**src/rtl/rstseq_pkg.sv**
```systemverilog
package rstseq_pkg;

    typedef enum logic [1:0] {
        MODE_NORMAL = 2'b00,
        MODE_BOOT   = 2'b01,
        MODE_TEST   = 2'b10
    } boot_mode_e;

    typedef enum logic [1:0] {
        SQ_HOLD,
        SQ_LOCKWAIT,
        SQ_STRETCH,
        SQ_RUN
    } seq_state_e;

    function automatic boot_mode_e decode_straps(input logic mode_pin, input logic txd_pin);
        if (mode_pin)
            return MODE_NORMAL;
        else if (txd_pin)
            return MODE_BOOT;
        else
            return MODE_TEST;
    endfunction

endpackage

```
**src/rtl/rstseq_sync.sv**
```systemverilog
// Multi-stage synchronizer, cleared asynchronously by the raw reset pin.
module rstseq_sync #(
    parameter int WIDTH  = 1,
    parameter int STAGES = 2
) (
    input  logic             clk,
    input  logic             clr_n,
    input  logic [WIDTH-1:0] din,
    output logic [WIDTH-1:0] dout
);

    logic [STAGES-1:0][WIDTH-1:0] chain_d;
    logic [STAGES-1:0][WIDTH-1:0] chain_q;

    always_comb begin
        chain_d[0] = din;
    end

    for (genvar s = 1; s < STAGES; s++) begin : g_stage
        always_comb begin
            chain_d[s] = chain_q[s-1];
        end
    end

    always_ff @(posedge clk or negedge clr_n) begin
        if (!clr_n)
            chain_q <= '0;
        else
            chain_q <= chain_d;
    end

    assign dout = chain_q[STAGES-1];

endmodule

```
**src/rtl/rstseq_strap.sv**
```systemverilog
// Measures the synchronized external low time and latches the mode
// from the straps when a long enough low ends.
module rstseq_strap
    import rstseq_pkg::*;
#(
    parameter int MIN_LOW_CYCLES = 8
) (
    input  logic       clk,
    input  logic       ext_s,
    input  logic       mode_s,
    input  logic       txd_s,
    output boot_mode_e mode
);

    localparam int CW = $clog2(MIN_LOW_CYCLES + 1);
    localparam logic [CW-1:0] LOW_SAT = CW'(MIN_LOW_CYCLES);

    typedef struct packed {
        logic          ext_prev;
        logic [CW-1:0] low_cnt;
        boot_mode_e    mode;
    } strap_st_t;

    strap_st_t st_d, st_q;

    always_comb begin
        st_d          = st_q;
        st_d.ext_prev = ext_s;
        if (!ext_s) begin
            if (st_q.low_cnt != LOW_SAT)
                st_d.low_cnt = st_q.low_cnt + 1'b1;
        end else begin
            st_d.low_cnt = '0;
            if (!st_q.ext_prev && st_q.low_cnt == LOW_SAT)
                st_d.mode = decode_straps(mode_s, txd_s);
        end
    end

    // Deliberately not cleared by the pin, so short glitches keep the mode.
    always_ff @(posedge clk) begin
        st_q <= st_d;
    end

    assign mode = st_q.mode;

endmodule

```
**src/rtl/rstseq_fsm.sv**
```systemverilog
// Release sequencer: hold -> wait for lock -> settle -> run.
module rstseq_fsm
    import rstseq_pkg::*;
#(
    parameter int EXTRA_CYCLES = 16
) (
    input  logic clk,
    input  logic arst_n,
    input  logic ext_s,
    input  logic int_req,
    input  logic pll_locked,
    output logic cpu_rst,
    output logic strap_oe
);

    localparam int CW = $clog2(EXTRA_CYCLES + 1);
    localparam logic [CW-1:0] LAST = CW'(EXTRA_CYCLES - 1);

    typedef struct packed {
        seq_state_e    st;
        logic [CW-1:0] cnt;
        logic          rst;
        logic          oe;
    } seq_t;

    seq_t sq_d, sq_q;

    always_comb begin
        sq_d = sq_q;
        unique case (sq_q.st)
            SQ_HOLD: begin
                sq_d.st  = SQ_LOCKWAIT;
                sq_d.cnt = '0;
            end
            SQ_LOCKWAIT: begin
                if (pll_locked) begin
                    sq_d.st  = SQ_STRETCH;
                    sq_d.cnt = '0;
                end
            end
            SQ_STRETCH: begin
                if (!pll_locked)
                    sq_d.st = SQ_LOCKWAIT;
                else if (sq_q.cnt == LAST)
                    sq_d.st = SQ_RUN;
                else
                    sq_d.cnt = sq_q.cnt + 1'b1;
            end
            default: sq_d.st = SQ_RUN;
        endcase
        if (!ext_s || int_req) begin
            sq_d.st  = SQ_HOLD;
            sq_d.cnt = '0;
        end
        sq_d.rst = (sq_d.st != SQ_RUN);
        sq_d.oe  = (sq_d.st == SQ_RUN);
    end

    always_ff @(posedge clk or negedge arst_n) begin
        if (!arst_n) begin
            sq_q.st  <= SQ_HOLD;
            sq_q.cnt <= '0;
            sq_q.rst <= 1'b1;
            sq_q.oe  <= 1'b0;
        end else begin
            sq_q <= sq_d;
        end
    end

    assign cpu_rst  = sq_q.rst;
    assign strap_oe = sq_q.oe;

endmodule

```
**src/rtl/boot_reset_ctrl.sv**
```systemverilog
module boot_reset_ctrl
    import rstseq_pkg::*;
#(
    parameter int MIN_LOW_CYCLES = 8,
    parameter int EXTRA_CYCLES   = 16,
    parameter int SYNC_STAGES    = 2
) (
    input  logic       clk,
    input  logic       ext_rst_n,
    input  logic       wdt_rst_req,
    input  logic       bod_rst_req,
    input  logic       pll_loss_req,
    input  logic       pll_locked,
    input  logic       strap_mode_in,
    input  logic       strap_txd_in,
    output logic       cpu_rst,
    output logic [1:0] boot_mode,
    output logic       strap_oe
);

    localparam int PINS = 3;

    logic [PINS-1:0] pins_raw;
    logic [PINS-1:0] pins_s;
    logic            int_req;
    boot_mode_e      mode_q;

    assign pins_raw = {strap_txd_in, strap_mode_in, ext_rst_n};
    assign int_req  = wdt_rst_req | bod_rst_req | pll_loss_req;

    rstseq_sync #(.WIDTH(PINS), .STAGES(SYNC_STAGES)) u_sync (
        .clk   (clk),
        .clr_n (ext_rst_n),
        .din   (pins_raw),
        .dout  (pins_s)
    );

    rstseq_strap #(.MIN_LOW_CYCLES(MIN_LOW_CYCLES)) u_strap (
        .clk    (clk),
        .ext_s  (pins_s[0]),
        .mode_s (pins_s[1]),
        .txd_s  (pins_s[2]),
        .mode   (mode_q)
    );

    rstseq_fsm #(.EXTRA_CYCLES(EXTRA_CYCLES)) u_fsm (
        .clk        (clk),
        .arst_n     (ext_rst_n),
        .ext_s      (pins_s[0]),
        .int_req    (int_req),
        .pll_locked (pll_locked),
        .cpu_rst    (cpu_rst),
        .strap_oe   (strap_oe)
    );

    assign boot_mode = mode_q;

endmodule

```
**config.mk**
```make
export PLATFORM = sky130hd
export DESIGN_NAME = boot_reset_ctrl
export DESIGN_NICKNAME = d
export VERILOG_FILES = /design/src/rtl/rstseq_pkg.sv /design/src/rtl/rstseq_sync.sv /design/src/rtl/rstseq_strap.sv /design/src/rtl/rstseq_fsm.sv /design/src/rtl/boot_reset_ctrl.sv
export SDC_FILE = /design/constraint.sdc
export NUM_CORES = 1
export LEC_CHECK = 0
export CAP_MARGIN = 30
export CORE_ASPECT_RATIO = 0.75
export CORE_UTILIZATION = 35
export CTS_CLUSTER_SIZE = 14
export DETAILED_ROUTE_END_ITERATION = 6
export PLACE_DENSITY = 0.55
export SYNTH_ARGS = -nofsm -noshare
export SYNTH_HDL_FRONTEND = slang
export SYNTH_SLANG_ARGS = --single-unit
```
**constraint.sdc**
```tcl
create_clock -name clk -period 2.2 [get_ports clk]
set_input_delay 0.44 -clock clk [delete_from_list [all_inputs] [get_ports clk]]
set_output_delay 0.44 -clock clk [all_outputs]
set_load 0.1 [all_outputs]
```
==> impl_metrics.toml, run 1 <==
[outcome]
status = "completed"

[synthesis]
yosysWarnings = 0
synth_cell_types = 29
ys_ff_latch = 22
synth_top_area_share = 0.347
yosysTopAreaCell = "dfrtp_1"
synth_area_per_cell_um2 = 10.9
syn_area_um2 = 1010
synth_edf_count = 2
synth_nets = 109
async_flop_share = 0.682
synthFlopType = "dfrtp_1"
yosysSeqAreaShare = 0.531
synth_cells = 93
synth.area.top_cells = "dfrtp_1, dfxtp_1, ha_1"

[clock_tree]
h-tree-depth = 1
clock_latency_ns = 0.26
clk_pin_slew_ns = 0.08
cts-root-buf = "clkbuf_8"
numClockSinks = 22
postCtsResizedCells = 0
post_cts_buffers = 0
cts_buffer_depth = 2
cts_buffers = 3
cts_hold_buf = 0
cts_tree = "done"

[timing]
slew_violations = 0
fin_skew_ns = 0.00197
final-setup-viol-count = 0
period_share = 0.875
fin_ws_ns = 0.275
tightest_slew_ns = 0.500
rsz0062_at_grt = "false"
period_minus_slack_ns = 1.92
fmax_ghz = 0.520
finalHoldViolations = 0
setup_tns_ns = 0
slew_headroom = 0.662

[die]
coreArea_um2 = 2680
fp.dieArea_um2 = 3110
die_h_um = 48.5
die_x_um = 64.1
rows = 16
start_util = 0.377
ios = 12

[place]
numPortBuffers = 11
place_ws_ns = 0.120
globalplace.congestion = 0.778
place_hpwl_um = 1300

[critical_path]
reg2reg_slack_ns = 0.28
cp_cell_sequence = "ha_1 -> and3_1 -> ha_1 -> nand2b_1 -> a211oi_1 -> a21oi_1 -> nor2b_1"
crit_path_start_kind = "register"
crit_top_cell = "ha_1"
end_kind = "register"
critical_path.slowest_cell = "dfrtp_1"
required_ns = 2.35
worstPathArrival_ns = 2.07
worstSetupPathType = "reg2reg"
crit_path_max_incr_delay_ns = 0.42
r2r_cells = 7
worstReg2RegEnd = "u_fsm.strap_oe"
regToRegStartpoint = "u_fsm.sq_q[2]"
cp_max_fo = 4

[global_routing]
grt_max_degree = 17
grt_pass1_wl_um = 3050
grt_pass1_vias = 673
antenna_found_initial = 0
grt_overflow = 0
gr-usage-all-layers = 0.129

[drt]
routed_wl_um = 1640
dr.pass1.iters = 4
wl_per_cell_um = 11.3
routed_via_density = 4.70
drt_iter0_drc = 23
via_count = 682
drc_errors = 0
final_antenna_net_count = 0

[hold_path]
hold_depth = 0
min_to = "u_sync.dout[1]"
min-delay-start = "u_sync.chain_d[4]"
hold_path_class = "reg2reg"

[power]
cellPowerDensity_nw_per_um2 = 685
vdd_drop_max_v = 0.000357
p_leak_nw = 0.533

[layout]
syn_to_final_growth_pct = 22.2
nets = 126
drive_gt1_frac = 0.156
antenna_cells = 0

[flow_run]
cap_viol_max_count = 0
-- per-layer routing --
metal / GRT usage / vias up / routed length (um)
met5: 0 / - / 0
met4: 0.0341 / 0 / 13
met3: 0.0495 / 2 / 68
met2: 0.183 / 11 / 681
met1: 0.182 / 323 / 870
li1: - / 346 / -
-- how the worst max path moves through the flow --
stage,start,to,slack (ns)
global route,u_fsm.sq_q[2],u_fsm.strap_oe,0.11
global placement,bod_rst_req,u_fsm.sq_q[2],0.15
finish,u_fsm.sq_q[2],u_fsm.strap_oe,0.28
detailed placement,bod_rst_req,u_fsm.sq_q[2],0.12
CTS,u_fsm.sq_q[2],u_fsm.strap_oe,0.27
floorplan,u_fsm.sq_q[2],u_fsm.strap_oe,0.49
-- area by class of cell --
class | count | area (um2)
clock buffers | 3 | 41.3
clock inverters | 1 | 30.0
fillers | 260 | 1450
inverters | 7 | 26.3
multi-input cells | 62 | 433
flip-flops and latches | 22 | 537
well taps | 36 | 45.0
repair buffers | 14 | 123
-- state kept, by name, indices dropped and copies added, names as in the netlist --
name / flops
u_fsm.sq_q: 7
u_strap.st_q: 5
u_sync.chain_d: 3
u_sync.dout: 3
u_strap.mode: 2
u_fsm.cpu_rst: 1
u_fsm.strap_oe: 1
-- cell usage after synthesis, types with 2 or more instances --
master    count
a21oi_1       4
and3_1        2
buf_4         2
dfrtp_1      14
dfxtp_1       5
edfxtp_1      2
ha_1          8
inv_1         7
mux2i_1       3
nand2_1       9
nand2b_1      2
nand3_1       2
nor2_1        7
nor2b_1       4
o21ai_0       8
-- stage by stage --
stage	instance area (um2)	hold slack, ns	util	instances	power (W)
4_1_cts	1230	0.353	0.460	145	0.000858
3_5_place_dp	1160	0.336	0.434	141	0.000489
3_3_place_gp	1160	0.333	0.434	141	0.000487
5_1_grt	1230	0.357	0.460	145	0.000890
6_report	1230	0.353	0.460	145	0.000845
2_1_floorplan	1010	0.144	-	93	0.000458
-- critical path: cells and delay by family (launching register included) --
kind	cells	cell delay (ns)
AND/OR/NAND/NOR	3	0.55
adder cells (fa/ha/maj)	2	0.45
flip-flops	1	0.42
AO/OA/AOI/OAI	2	0.38
-- kinds of logic after synthesis --
logic type	synth area share
compound gates	0.0854
xor+xnor	0.0173
fa+ha+maj	0.0990
buf+inv	0.0408
flops	0.531
mux	0.0408
simple gates	0.186
-- power by group --
part / switching (W) / internal (W)
logic: 0.0000248 / 0.0000269
clock network: 0.000124 / 0.000243
registers: 0.00000758 / 0.000420
-- cell usage in the layout, fill, tap and decap left out --
master and count:
clkdlybuf4s50_1 7, and2_1 1, nor2_1 7, nand3_1 2, dfstp_2 1, nand2_1 9
dfrtp_1 14, inv_1 7, bufinv_16 1, o21ai_0 8, and3_1 2, or4_4 1
a211oi_1 1, nand2b_1 2, o21ai_2 1, a21oi_1 4, mux2i_1 3, nor2b_1 4
ha_1 8, nor4b_1 1, nor4b_2 1, or4b_4 1, xor2_1 1, edfxtp_1 2
nor3_1 1, clkbuf_8 3, mux2_2 1, xnor2_1 1, buf_4 7, a32o_1 1
dfxtp_1 5, nor3b_1 1
Note: power is estimated with default switching activity, not from simulation.
==> inputs of run 2 (changes only) <==
- SKIP_CTS_REPAIR_TIMING: default -> 1
==> results of run 2 <==
Same layout as run 1: the final DEF is identical, and so are final timing and power.
